--- src/rtl/wave_ref_pkg.sv ---
package wave_ref_pkg;

  typedef struct packed {
    logic oscStep;   // phase counter advances
    logic refRise;   // synchronised rising edge of the reference
    logic refClear;  // discard the partial reference count
  } strobes_t;

  typedef enum logic [1:0] {
    RATE_1HZ  = 2'b00,
    RATE_4K   = 2'b01,
    RATE_8K   = 2'b10,
    RATE_32K  = 2'b11
  } rate_e;

  typedef enum logic [1:0] {
    REF_32K   = 2'b00,
    REF_MAINA = 2'b01,
    REF_MAINB = 2'b10,
    REF_PPS   = 2'b11
  } ref_e;

endpackage

--- src/rtl/wave_ref_ctrl.sv ---
module wave_ref_ctrl
  import wave_ref_pkg::*;
#(
  parameter int STOP_LIMIT = 3276800
) (
  input  logic     clk,
  input  logic     rstN,
  input  logic     oscTick,
  input  logic     extMode,
  input  logic     pinIn,
  input  logic     flagWr,
  input  logic     flagWrData,
  output strobes_t strobes,
  output logic     stopFlag
);
  localparam int STOP_W = $clog2(STOP_LIMIT + 1);
  localparam logic [STOP_W-1:0] LIMIT_V = STOP_W'(STOP_LIMIT);

  logic [2:0] syncQ;
  logic [STOP_W-1:0] idleCnt;
  logic stopSet;

  // two-flop synchroniser plus one stage for edge detection
  always_ff @(posedge clk) begin
    if (!rstN) syncQ <= '0;
    else       syncQ <= {syncQ[1:0], pinIn};
  end

  always_comb begin
    strobes.oscStep  = oscTick;
    strobes.refRise  = extMode & syncQ[1] & ~syncQ[2];
    strobes.refClear = ~extMode;
  end

  // watchdog on oscillator activity, saturating at the limit
  always_ff @(posedge clk) begin
    if (!rstN)                 idleCnt <= '0;
    else if (oscTick)          idleCnt <= '0;
    else if (idleCnt != LIMIT_V) idleCnt <= idleCnt + 1'b1;
  end

  assign stopSet = !oscTick && (idleCnt == LIMIT_V - 1'b1);

  always_ff @(posedge clk) begin
    if (!rstN)                       stopFlag <= 1'b1;
    else if (stopSet)                stopFlag <= 1'b1;
    else if (flagWr && !flagWrData)  stopFlag <= 1'b0;
  end

  // only a zero write can drop the flag
  a_r8_sticky_flag: assert property (@(posedge clk) disable iff (!rstN)
    stopFlag && !(flagWr && !flagWrData) |=> stopFlag);

  // a step just seen means the flag cannot rise next
  a_r7_no_set_after_step: assert property (@(posedge clk) disable iff (!rstN)
    oscTick |=> !$rose(stopFlag));

endmodule

--- src/rtl/wave_ref_dp.sv ---
module wave_ref_dp
  import wave_ref_pkg::*;
#(
  parameter int PHASE_W = 16,
  parameter int DIV_MAINA = 50,
  parameter int DIV_MAINB = 60
) (
  input  logic       clk,
  input  logic       rstN,
  input  strobes_t   strobes,
  input  logic       extMode,
  input  logic       outEnable,
  input  logic       idleLevel,
  input  logic [1:0] rateSel,
  input  logic [1:0] refSel,
  output logic       pinOut,
  output logic       pinOe,
  output logic       secTick
);
  localparam int BIT_32K = 0;
  localparam int BIT_8K  = 2;
  localparam int BIT_4K  = 3;
  localparam int BIT_1HZ = PHASE_W - 1;
  localparam logic [PHASE_W-1:0] DIV_HALF = PHASE_W'(1) << (PHASE_W - 1);

  logic [PHASE_W-1:0] phase;
  logic [PHASE_W-1:0] refCnt;
  logic [PHASE_W-1:0] refDiv;
  logic wrap, refHit, wave;

  always_ff @(posedge clk) begin
    if (!rstN)                phase <= '0;
    else if (strobes.oscStep) phase <= phase + 1'b1;
  end

  assign wrap = strobes.oscStep && (&phase);

  always_comb begin
    case (ref_e'(refSel))
      REF_32K:   refDiv = DIV_HALF;
      REF_MAINA: refDiv = PHASE_W'(DIV_MAINA);
      REF_MAINB: refDiv = PHASE_W'(DIV_MAINB);
      default:   refDiv = PHASE_W'(1);
    endcase
  end

  assign refHit = strobes.refRise && (refCnt >= refDiv - 1'b1);

  always_ff @(posedge clk) begin
    if (!rstN || strobes.refClear) refCnt <= '0;
    else if (refHit)               refCnt <= '0;
    else if (strobes.refRise)      refCnt <= refCnt + 1'b1;
  end

  always_ff @(posedge clk) begin
    if (!rstN) secTick <= 1'b0;
    else       secTick <= extMode ? refHit : wrap;
  end

  always_comb begin
    case (rate_e'(rateSel))
      RATE_32K: wave = phase[BIT_32K];
      RATE_8K:  wave = phase[BIT_8K];
      RATE_4K:  wave = phase[BIT_4K];
      default:  wave = phase[BIT_1HZ];
    endcase
  end

  assign pinOe  = !extMode;
  assign pinOut = extMode ? 1'b0 : (outEnable ? wave : idleLevel);

  // tick is a single-cycle pulse
  a_r10_single_pulse: assert property (@(posedge clk) disable iff (!rstN)
    secTick |=> !secTick);

  // phase moves only on an oscillator step
  a_r2_phase_hold: assert property (@(posedge clk) disable iff (!rstN)
    !strobes.oscStep |=> $stable(phase));

  // an internal tick lands on the wrapped phase
  a_r4_tick_at_wrap: assert property (@(posedge clk) disable iff (!rstN)
    secTick && !$past(extMode) |-> phase == '0);

endmodule

--- src/rtl/wave_ref_select.sv ---
module wave_ref_select
  import wave_ref_pkg::*;
#(
  parameter int PHASE_W    = 16,
  parameter int DIV_MAINA  = 50,
  parameter int DIV_MAINB  = 60,
  parameter int STOP_LIMIT = 3276800
) (
  input  logic       clk,
  input  logic       rstN,
  input  logic       oscTick,
  input  logic       extMode,
  input  logic       outEnable,
  input  logic       idleLevel,
  input  logic [1:0] rateSel,
  input  logic [1:0] refSel,
  input  logic       pinIn,
  input  logic       flagWr,
  input  logic       flagWrData,
  output logic       pinOut,
  output logic       pinOe,
  output logic       secTick,
  output logic       stopFlag
);
  strobes_t strobes;

  wave_ref_ctrl #(.STOP_LIMIT(STOP_LIMIT)) i_ctrl (
    .clk(clk), .rstN(rstN), .oscTick(oscTick), .extMode(extMode),
    .pinIn(pinIn), .flagWr(flagWr), .flagWrData(flagWrData),
    .strobes(strobes), .stopFlag(stopFlag)
  );

  wave_ref_dp #(.PHASE_W(PHASE_W), .DIV_MAINA(DIV_MAINA), .DIV_MAINB(DIV_MAINB)) i_dp (
    .clk(clk), .rstN(rstN), .strobes(strobes), .extMode(extMode),
    .outEnable(outEnable), .idleLevel(idleLevel), .rateSel(rateSel),
    .refSel(refSel), .pinOut(pinOut), .pinOe(pinOe), .secTick(secTick)
  );

endmodule

--- config.mk ---
export PLATFORM = sky130hd
export DESIGN_NAME = wave_ref_select
export DESIGN_NICKNAME = d
export VERILOG_FILES = /design/src/rtl/wave_ref_pkg.sv /design/src/rtl/wave_ref_ctrl.sv /design/src/rtl/wave_ref_dp.sv /design/src/rtl/wave_ref_select.sv
export SDC_FILE = /design/constraint.sdc
export NUM_CORES = 1
export LEC_CHECK = 0
export BUFFER_PORTS_ARGS = -buffer_cell sky130_fd_sc_hd__buf_2
export CELL_PAD_IN_SITES_DETAIL_PLACEMENT = 2
export CELL_PAD_IN_SITES_GLOBAL_PLACEMENT = 2
export CORE_MARGIN = 1.5
export CORE_UTILIZATION = 42
export CTS_CLUSTER_DIAMETER = 120
export CTS_CLUSTER_SIZE = 14
export DETAILED_ROUTE_END_ITERATION = 10
export PLACE_DENSITY = 0.86
export SETUP_SLACK_MARGIN = 0.1
export SLEW_MARGIN = 0
export SYNTH_ARGS = -nofsm -noshare
export SYNTH_HDL_FRONTEND = slang
export SYNTH_SLANG_ARGS = --single-unit
--- constraint.sdc ---
create_clock -name clk -period 3.7 [get_ports clk]
set_input_delay 0.37 -clock clk [delete_from_list [all_inputs] [get_ports clk]]
set_output_delay 0.37 -clock clk [all_outputs]
set_load 0.005 [all_outputs]
==> qor.yml, run 1 <==
run_status:
  outcome: "finished, final reports clean"
worst_setup_path:
  max_stage_delay_ns: 0.57
  crit_fanout: 16
  crit_slowest_cell: "a31oi_4"
  r2r-start: "i_dp.refCnt[1]"
  endpoint: "i_dp.refCnt[13]"
  arrival_ns: 2.55
  setup.worst_path.end_class: "flop"
  worstSetupStartpoint: "refSel[1]"
  critical_path_class: "primary input to flop"
  crit_chain: "buf_2 > or2_2 > ha_1 > nand4_2 > nor3_4 > o311ai_4 > a31oi_4 > nor3_1"
  rr_worst_depth: 6
  r2r_slack_ns: 1.49
  worstPathRequired_ns: 3.90
  start_kind: "primary input"
  r2r_end: "i_dp.refCnt[13]"
synthesis:
  yosysWarnings: 0
  seq_area_frac_synth: 0.3690
  avgSynthCellArea_um2: 9.224
  synth_enable_flop_cells: 0
  synth_area_leaders: "dfxtp_1, xnor2_1, ha_1, nor2_1, nor3_2"
  synth_top_area_frac: 0.3690
  synthDistinctLibCells: 49
  synth_cells: 347
  synth_seq_cells: 59
  ys_async_sr_fraction: 0
  syn_nets: 380
  yosysTopAreaCell: "dfxtp_1"
  syn_area_um2: 3201
  synthFlopType: "dfxtp_1"
power:
  vdd_drop_max_mv: 0.2393
  switchingPower_w: 0.0003100
  seqPwrFrac: 0.497
  p_clk_frac: 0.456
  switching_share: 0.2386
  power.density_nw_per_um2: 366.6
  p_leak_nw: 1.248
  p_int_w: 0.0009892
  pwr-share-comb: 0.047
clock_tree:
  htree_levels: 3
  cts_tree: "yes"
  cts_buffers: 9
  cts.sinks: 59
  cts_resized: 0
  holdBufCountCts: 0
  cts_root_buffer: "clkbuf_8"
  clock_latency_ns: 0.35
  clk_pin_slew_ns: 0.07
  clockBufferDepth: 2
  cts_setup_buffers: 0
route:
  drt_pre_antenna_iters: 4
  dr.first_iter.drc_count: 39
  wire_per_inst_um: 19.23
  routed_wl_um: 8979
  drc: 0
  num_vias: 2563
  vias_per_cell: 5.488
  ant_nets: 0
floorplanning:
  io_pins: 17
  core_area_um2: 7331
  die-area_um2: 8153
  rows: 31
  fp.dieH_um: 90.30
  die_x_um: 90.30
  start_util: 0.4366
cells_and_area:
  fin_nets: 396
  syn2layout_area_growth_pct: 10.71
  fillCellCount: 782
  utilization: 0.4834
  diodes: 0
  layout-drive-gt1-share: 0.1576
timing:
  skew_ns: 0.01114
  tns_ns: 0
  layout_worst_path_cycle_share: 0.6335
  worst_pin_slew_ns: 0.8818
  fmax_mhz: 426.6
  period_needed_ns: 2.344
  setup_violations: 0
  rsz0062_at_grt: "no"
  slew_viol_final: 0
  relSlewSlack: 0.4122
  finalHoldViolCount: 0
global_routing:
  track_usage: 0.2430
  grt_pass1_wl_um: 15200
  overflow: 0
  grt_pass1_vias: 2913
  antenna_found_initial: 0
  grt_max_degree: 26
place:
  dp_hpwl_um: 5924
  gp_congestion: 0.7401
  numPortBuffers: 16
hold_path:
  min_path_type: "primary input to flop"
job:
  maxCapViolations: 0
==> sequential cells by signal (all words and copies together) (netlist names) <==
register / flops
i_dp.refCnt: 16
i_dp.secTick: 1
i_dp.phase: 16
i_ctrl.stopFlag: 1
i_ctrl.idleCnt: 22
i_ctrl.syncQ: 3
==> cell usage after synthesis, types with 6 or more instances <==
cell / instances
clkbuf_1: 6
inv_1: 14
nor3_2: 11
a21oi_1: 9
nor3_1: 13
nand3_1: 19
o21ai_0: 6
xnor2_1: 34
and2_1: 17
dfxtp_1: 59
ha_1: 20
nand2_1: 24
xor2_1: 11
nand4_1: 15
nor2_1: 34
==> cell families after synthesis <==
| family | Yosys count | share of synthesized area |
|---|---|---|
| simple gates | 168 | 0.3194 |
| flops | 59 | 0.3690 |
| xor+xnor | 45 | 0.1231 |
| buf+inv | 25 | 0.03362 |
| compound gates | 24 | 0.05591 |
| fa+ha+maj | 20 | 0.07819 |
| mux | 5 | 0.01955 |
| other cells | 1 | 0.001172 |
==> layer usage <==
layer  share of wire  track usage  up-vias  wire length, µm
li1                -            -     1240                -
met1            0.40       0.2516     1275             3577
met2            0.55       0.4583       30             4917
met3           0.028      0.06061       18              247
met4           0.026       0.1071        0              237
met5               0            0        -                0
==> per-stage QoR <==
step	cells	setup WS, ns	cell area, µm²	hold slack, ns	power, W
5_1_grt	467	1.204	3543	0.2871	0.001341
6_report	467	1.356	3543	0.2851	0.001299
4_1_cts	467	1.367	3543	0.2811	0.001312
3_3_place_gp	451	1.128	3349	0.4140	0.0007145
3_5_place_dp	451	1.019	3349	0.4448	0.0007201
2_1_floorplan	347	1.492	3201	0.4119	0.0006973
==> worst min-delay path by stage <==
stage               cells after the start               to       startpoint
detailed placement                      1  i_ctrl.syncQ[1]  i_ctrl.syncQ[0]
finish                                  2  i_ctrl.syncQ[0]            pinIn
floorplan                               1  i_ctrl.syncQ[1]  i_ctrl.syncQ[0]
CTS                                     2  i_ctrl.syncQ[0]            pinIn
global placement                        1  i_ctrl.syncQ[1]  i_ctrl.syncQ[0]
global route                            2  i_ctrl.syncQ[0]            pinIn
==> power groups by stage <==
stage               combinational (W)  sequential [W]  clock, W
floorplan                   0.0000389        0.000658         0
global placement            0.0000554        0.000659         0
detailed placement          0.0000602        0.000660         0
CTS                         0.0000616        0.000646  0.000605
global route                0.0000685        0.000646  0.000626
finish                      0.0000607        0.000646  0.000593
==> placed cells by master (no fill, tap or decap), drive strengths merged, types with 3 or more instances in the layout <==
cell type,instances
xor2,11
and3,3
inv,14
and2,17
or3,3
nor4,8
clkbuf,11
mux2i,4
buf,16
nand2,24
xnor2,34
nor3,25
o21ai,6
dfxtp,59
clkinv,3
nand3,20
nor2b,4
a21oi,9
nand4,18
and4,4
nor2,34
ha,20
==> cell type report <==
cell class,count,area (µm²),share of cell area
clock buffers,11,141.4,0.03990
clock inverters,5,52.55,0.01483
inverters,14,52.55,0.01483
multi-input cells,263,1912,0.5395
flip-flops and latches,59,1181,0.3333
well taps,99,123.9,0.03496
repair buffers,16,80.08,0.02260
==> critical path, delay by kind of cell <==
| family | cells | cell delay, ns |
|---|---|---|
| AND/OR/NAND/NOR | 4 | 0.96 |
| buffers and inverters | 1 | 0.11 |
| adder cells (fa/ha/maj) | 1 | 0.38 |
| AO/OA/AOI/OAI | 2 | 0.72 |
(Power assumes the default switching activity.)
==> run 2: changes to the inputs <==
--- a/config.mk
+++ b/config.mk
@@ -5,15 +5,16 @@
 export SDC_FILE = /design/constraint.sdc
 export NUM_CORES = 1
 export LEC_CHECK = 0
+export ABC_AREA = 1
 export BUFFER_PORTS_ARGS = -buffer_cell sky130_fd_sc_hd__buf_2
 export CELL_PAD_IN_SITES_DETAIL_PLACEMENT = 2
 export CELL_PAD_IN_SITES_GLOBAL_PLACEMENT = 2
 export CORE_MARGIN = 1.5
-export CORE_UTILIZATION = 42
+export CORE_UTILIZATION = 35
 export CTS_CLUSTER_DIAMETER = 120
 export CTS_CLUSTER_SIZE = 14
 export DETAILED_ROUTE_END_ITERATION = 10
-export PLACE_DENSITY = 0.86
+export PLACE_DENSITY = 0.8
 export SETUP_SLACK_MARGIN = 0.1
 export SLEW_MARGIN = 0
 export SYNTH_ARGS = -nofsm -noshare
==> constraint.sdc (replaced) <==
create_clock -name clk -period 2.16 [get_ports clk]
set_input_delay 0.216 -clock clk [delete_from_list [all_inputs] [get_ports clk]]
set_output_delay 0.216 -clock clk [all_outputs]
set_load 0.005 [all_outputs]
==> qor.yml, run 2 <==
synthesis:
  synth_cells: 466
  ys_async_sr_fraction: 0
  synth_simple_gate_area_frac: 0.3193
  synth_enable_flop_cells: 0
  seq_area_frac_synth: 0.3618
  synth_top_area_frac: 0.3618
  yosysWarnings: 0
  synth_most_common_cell: "nand2_1"
  synth_xor_area_frac: 0.04829
  synth_compound_area_frac: 0.1016
  synthAdderAreaFrac: 0.07666
  synthDistinctLibCells: 31
  synthFlopType: "dfxtp_1"
  synth.top_cells.by_count: "nand2_1, inv_1, nor2_1"
  synth_seq_cells: 59
  synth_area_leaders: "dfxtp_1, nand2_1, inv_1, ha_1, nor2_1"
  syn_area_um2: 3264
  synth_top_family_by_area: "simple AND/OR/NAND/NOR gates"
  syn_nets: 499
  yosysTopAreaCell: "dfxtp_1"
  synthMuxAreaShare: 0
  avgSynthCellArea_um2: 7.005
hold_path:
  hold-path-cell-count: 3
  min_from: "pinIn"
  hold_end: "i_ctrl.syncQ[0]"
  min_path_type: "primary input to flop"
timing:
  layout_worst_path_cycle_share: 0.7912
  tns_ns: 0
  finalHoldViolCount: 0
  rsz0062_at_grt: "no"
  slew_viol_final: 0
  setup_violations: 0
  fmax_mhz: 585.1
  skew_ns: 0.01099
  holdWs_ns: 0.1200
  period_needed_ns: 1.709
clock_tree:
  cts_tree: "yes"
  cts_root_buffer: "clkbuf_8"
  holdBufCountCts: 0
  cts_buffers: 9
  clock_latency_ns: 0.34
  htree_levels: 3
  clk_pin_slew_ns: 0.07
  clockBufferDepth: 2
  cts_setup_buffers: 0
  cts.sinks: 59
  cts_resized: 0
power:
  p_int_w: 0.001704
  pwr-share-comb: 0.056
  switching_share: 0.2407
  power.density_nw_per_um2: 607.2
  p_clk_frac: 0.452
  power_w: 0.002244
  seqPwrFrac: 0.493
  switchingPower_w: 0.0005402
  vdd_drop_max_mv: 0.2643
  p_leak_nw: 1.510
global_routing:
  grt_pass1_wl_um: 16010
  track_usage: 0.2045
  overflow: 0
  grt_max_degree: 17
  antenna_found_initial: 0
  grt_pass1_vias: 3367
route:
  drt_pre_antenna_iters: 4
  drc: 0
  vias_per_cell: 5.079
  ant_nets: 0
  num_vias: 3093
  dr.first_iter.drc_count: 81
  wire_per_inst_um: 15.02
  routed_wl_um: 9147
worst_setup_path:
  path_common_cell: "nand2_1"
  critPathBufInv: 3
  setup.worst_path.end_class: "flop"
  crit_chain: "buf_2 > or2_2 > ha_1 > nand2_1 > inv_1 > nand2_1 > nor2_1 > nor2_1 > nand2_1 > nand2_1 > nand2_1 > nand2_1 > nand2_1 > buf_12 > nor2_1"
  crit_slowest_cell: "or2_2"
  worstPathRequired_ns: 2.39
  rr_worst_depth: 13
  path_delay_family: "simple AND/OR/NAND/NOR gates"
  critical_path_class: "primary input to flop"
  r2r_slack_ns: 0.46
  r2r-start: "i_dp.refCnt[7]"
  crit_fanout: 16
  start_kind: "primary input"
  r2r_end: "i_dp.refCnt[12]"
  arrival_ns: 1.94
  max_stage_delay_ns: 0.39
cells_and_area:
  utilization: 0.4038
  fillCellCount: 1094
  diodes: 0
  largestRegisters: "i_ctrl.idleCnt: 22 flops, i_dp.phase: 16 flops, i_dp.refCnt: 16 flops"
  regMostFlops: "i_ctrl.idleCnt"
  layout-drive-gt1-share: 0.1165
  fin_nets: 526
  final_cell_mix: "nand2_1, inv_1, nor2_1"
  syn2layout_area_growth_pct: 13.22
  stdcell_area_um2: 3696
  largest_reg_flops: 22
  final_common_cell: "nand2_1"
place:
  gp_congestion: 0.7121
  placed_cell_area_um2: 3502
  dp_hpwl_um: 6951
  numPortBuffers: 16
floorplanning:
  die_x_um: 99.58
  io_pins: 17
  fp.dieH_um: 99.58
  start_util: 0.3567
  die-area_um2: 9915
  rows: 35
  core_area_um2: 9153
job:
  maxCapViolations: 0
run_status:
  outcome: "finished, final reports clean"
[run 2: changes by cell type in the layout (fill, tap and decap cells not counted), moves of 10 or more]
cell     change
a21oi_1     +25
and2_1      -17
inv_1       +55
nand2_1     +67
nor2_1      +30
nor3_2      -10
o21ai_0     +18
xnor2_1     -27
[run 2: how the worst max path moves through the flow]
stage / startpoint / to / slack (ns) / cells after the start
detailed placement: refSel[0] / i_dp.refCnt[12] / 0.07 / 15
floorplan: refSel[1] / i_dp.refCnt[6] / 0.30 / 14
global route: i_dp.refCnt[7] / i_dp.refCnt[12] / 0.17 / 13
CTS: refSel[0] / i_dp.refCnt[6] / 0.42 / 15
global placement: refSel[0] / i_dp.refCnt[15] / 0.16 / 15
finish: refSel[0] / i_dp.refCnt[12] / 0.45 / 15
[run 2: kinds of logic (layout without fill, tap and decap cells)]
kind of cell	count (synthesis)	after routing
simple gates	227	227
flops	59	59
fa+ha+maj	20	20
other cells	1	1
buf+inv	77	109
xor+xnor	18	18
compound gates	64	64
[run 2: final cells by class]
| class | count | area, µm² | share of cell area |
|---|---|---|---|
| Clock buffer | 11 | 141.4 | 0.03825 |
| Multi-Input combinational cell | 330 | 1785 | 0.4831 |
| Clock inverter | 5 | 52.55 | 0.01422 |
| Inverter | 73 | 274.0 | 0.07414 |
| Tap cell | 111 | 138.9 | 0.03758 |
| Timing Repair Buffer | 20 | 122.6 | 0.03318 |
| Sequential cell | 59 | 1181 | 0.3196 |
[run 2: layer usage]
layer,GRT usage,wire length (µm),part of all wire
met5,0,0,0
met2,0.3841,4823,0.53
met3,0.03725,186,0.020
met4,0.06609,114,0.012
met1,0.2325,4023,0.44
[run 2: worst min-delay path, cell delays in order]
cell and delay [ns]:
buf_2 0.08, nand2_1 0.05, inv_1 0.08
[run 2: stage by stage]
stage,setup WS (ns),instances
after floorplan,0.2958,466
after global placement,0.1617,593
after detailed placement,0.06733,593
after CTS,0.4191,609
after global routing,0.1706,609
final,0.4510,609
[run 2: power by group through the flow]
stage	Clock [W]	Sequential, W	Combinational [W]
after detailed placement	0	0.00113	0.000126
after floorplan	0	0.00113	0.0000751
final	0.00101	0.00111	0.000125
after global placement	0	0.00113	0.000118
after CTS	0.00104	0.00111	0.000129
after global routing	0.00110	0.00111	0.000145
==> run 3: changes to the inputs <==
--- a/config.mk
+++ b/config.mk
@@ -10,11 +10,11 @@
 export CELL_PAD_IN_SITES_DETAIL_PLACEMENT = 2
 export CELL_PAD_IN_SITES_GLOBAL_PLACEMENT = 2
 export CORE_MARGIN = 1.5
-export CORE_UTILIZATION = 35
+export CORE_UTILIZATION = 31
 export CTS_CLUSTER_DIAMETER = 120
 export CTS_CLUSTER_SIZE = 14
 export DETAILED_ROUTE_END_ITERATION = 10
-export PLACE_DENSITY = 0.8
+export PLACE_DENSITY = 0.75
 export SETUP_SLACK_MARGIN = 0.1
 export SLEW_MARGIN = 0
 export SYNTH_ARGS = -nofsm -noshare
==> constraint.sdc (replaced) <==
create_clock -name clk -period 1.4 [get_ports clk]
set_input_delay 0.14 -clock clk [delete_from_list [all_inputs] [get_ports clk]]
set_output_delay 0.14 -clock clk [all_outputs]
set_load 0.005 [all_outputs]
==> qor.yml, run 3 (synthesis results as in run 2) <==
global_routing:
  antenna_found_initial: 0
  track_usage: 0.2530
  overflow: 0
  met1_usage: 0.2850
  grtUsageMet3: 0.06555
  grt-busiest-layer: "met2"
  grt_pass1_vias: 4090
  grt_max_degree: 11
  use_met2: 0.4622
  grt_pass1_wl_um: 21560
floorplanning:
  start_util: 0.3176
  fp.dieH_um: 105.6
  rows: 37
  io_pins: 17
  core_area_um2: 10280
  die-area_um2: 11150
  die_x_um: 105.6
cells_and_area:
  instances_no_fill: 706
  largestRegisters: "i_ctrl.idleCnt: 22 flops, i_dp.phase: 16 flops, i_dp.refCnt: 16 flops"
  fillCellCount: 1125
  utilization: 0.5013
  largest_reg_flops: 22
  syn2layout_area_growth_pct: 57.84
  register_area_um2: 1252
  multi_input_area_um2: 2525
  final_cell_mix: "buf_4, nand2_1, inv_1"
  regMostFlops: "i_ctrl.idleCnt"
  final_common_cell: "buf_4"
  layout-drive-gt1-share: 0.5105
  diodes: 0
  fin_nets: 598
worst_setup_path:
  rr_worst_depth: 12
  critical_path_class: "flop to flop"
  crit_fanout: 8
  worstPathRequired_ns: 1.68
  r2r-start: "i_dp.refCnt[2]"
  worstSetupStartpoint: "i_dp.refCnt[2]"
  arrival_ns: 2.12
  start_kind: "flop"
  r2r_end: "i_dp.refCnt[1]"
  r2r_slack_ns: -0.45
  setup.worst_path.end_class: "flop"
timing:
  period_needed_ns: 1.846
  postLayoutSetupSlackWorst_ns: -0.4460
  slew_viol_final: 0
  setup_violations: 33
  rsz0062_at_grt: "yes"
  finalHoldViolCount: 0
  fmax_mhz: 541.7
  skew_ns: 0.01380
  tns_ns: -7.555
  layout_worst_path_cycle_share: 1.319
place:
  numPortBuffers: 16
  gp_congestion: 0.7559
  dp_hpwl_um: 7959
  dp.cells: 665
clock_tree:
  clk_pin_slew_ns: 0.08
  cts_buffers: 9
  cts_root_buffer: "clkbuf_8"
  cts_tree: "yes"
  holdBufCountCts: 0
  cts.sinks: 59
  htree_levels: 3
  clock_latency_ns: 0.37
  clockBufferDepth: 2
route:
  drt_pre_antenna_iters: 4
  wire_per_inst_um: 24.42
  drc: 0
  num_vias: 3672
  ant_nets: 0
  vias_per_cell: 5.201
  dr.first_iter.drc_count: 156
  routed_wl_um: 17240
hold_path:
  hold_end: "i_ctrl.syncQ[0]"
  min_from: "pinIn"
  min_path_type: "primary input to flop"
  hold-path-cell-count: 3
job:
  maxCapViolations: 0
power:
  power_w: 0.003948
  p_leak_nw: 2.234
  seqPwrFrac: 0.430
  p_clk_frac: 0.486
  power.density_nw_per_um2: 766.2
  switching_share: 0.2644
  switchingPower_w: 0.001044
  p_int_w: 0.002904
  vdd_drop_max_mv: 0.6327
  pwr-share-comb: 0.085
run_status:
  violations: "negative setup slack"
  outcome: "finished, violations left"
[run 3: changes by cell type in the layout (fill, tap and decap cells not counted), moves of 13 or more]
cell / change
dfxtp_2: +24
nand2_1: -32
buf_4: +60
nor2_4: +15
nand2_2: +19
nand2_4: +13
inv_1: -14
o21ai_0: -14
dfxtp_1: -35
nor2_1: -24
[run 3: what timing repair did]
item / 4_1_cts / 5_1_grt
endpoints found under the hold margin: 0 / 0
setup endpoints to repair: 42 / 48
resized for setup: 111 / 129
pin swaps: 45 / 47
setup buffers: 10 / 15
cloned: 1 / 0
[run 3: layer usage]
| layer | wire length (µm) | share of wire |
|---|---|---|
| met5 | 0 | 0 |
| met4 | 770 | 0.045 |
| met3 | 665 | 0.039 |
| met2 | 8784 | 0.51 |
| met1 | 7021 | 0.41 |
[run 3: power groups by stage]
stage	registers, W	clock network, W	logic [W]
2_1_floorplan	0.00175	0	0.000123
3_3_place_gp	0.00174	0	0.000202
3_5_place_dp	0.00175	0	0.000221
4_1_cts	0.00170	0.00186	0.000271
5_1_grt	0.00170	0.00202	0.000358
6_report	0.00170	0.00192	0.000334
[run 3: worst max path at each step]
stage                      end  slack [ns]  cells after the start
3_5_place_dp    i_dp.refCnt[0]       -0.57                     10
2_1_floorplan   i_dp.refCnt[6]       -0.18                     14
3_3_place_gp   i_dp.refCnt[12]       -0.46                     14
6_report        i_dp.refCnt[1]       -0.45                     12
5_1_grt         i_dp.refCnt[1]       -0.49                     12
4_1_cts        i_dp.refCnt[12]       -0.23                      8
[run 3: cell type report]
cell class | instances | share of cell area
repair buffers | 91 | 0.1336
inverters | 73 | 0.05610
clock inverters | 4 | 0.01408
multi-input cells | 331 | 0.4900
well taps | 136 | 0.03303
flip-flops and latches | 59 | 0.2431
clock buffers | 12 | 0.03011
[run 3: metrics by stage]
stage          hold slack (ns)  setup WS (ns)  cell area, µm²
2_1_floorplan           0.2376        -0.1827            3324
3_3_place_gp            0.3336        -0.4618            3930
3_5_place_dp            0.3605        -0.5703            3930
4_1_cts              0.0009017        -0.2306            4612
5_1_grt                0.06346        -0.4917            5152
6_report               0.06272        -0.4460            5152
[run 3: worst max-delay path, stage by stage (launching register included)]
cell and delay [ns]:
dfxtp_2 0.35, ha_1 0.32, nand2_1 0.13, inv_1 0.05
nand2_1 0.07, nand2_1 0.07, nand2_1 0.10, nand2_1 0.08
nand2_1 0.09, nand2_2 0.07, nand2_4 0.13, nand2_4 0.12
nor2_1 0.17
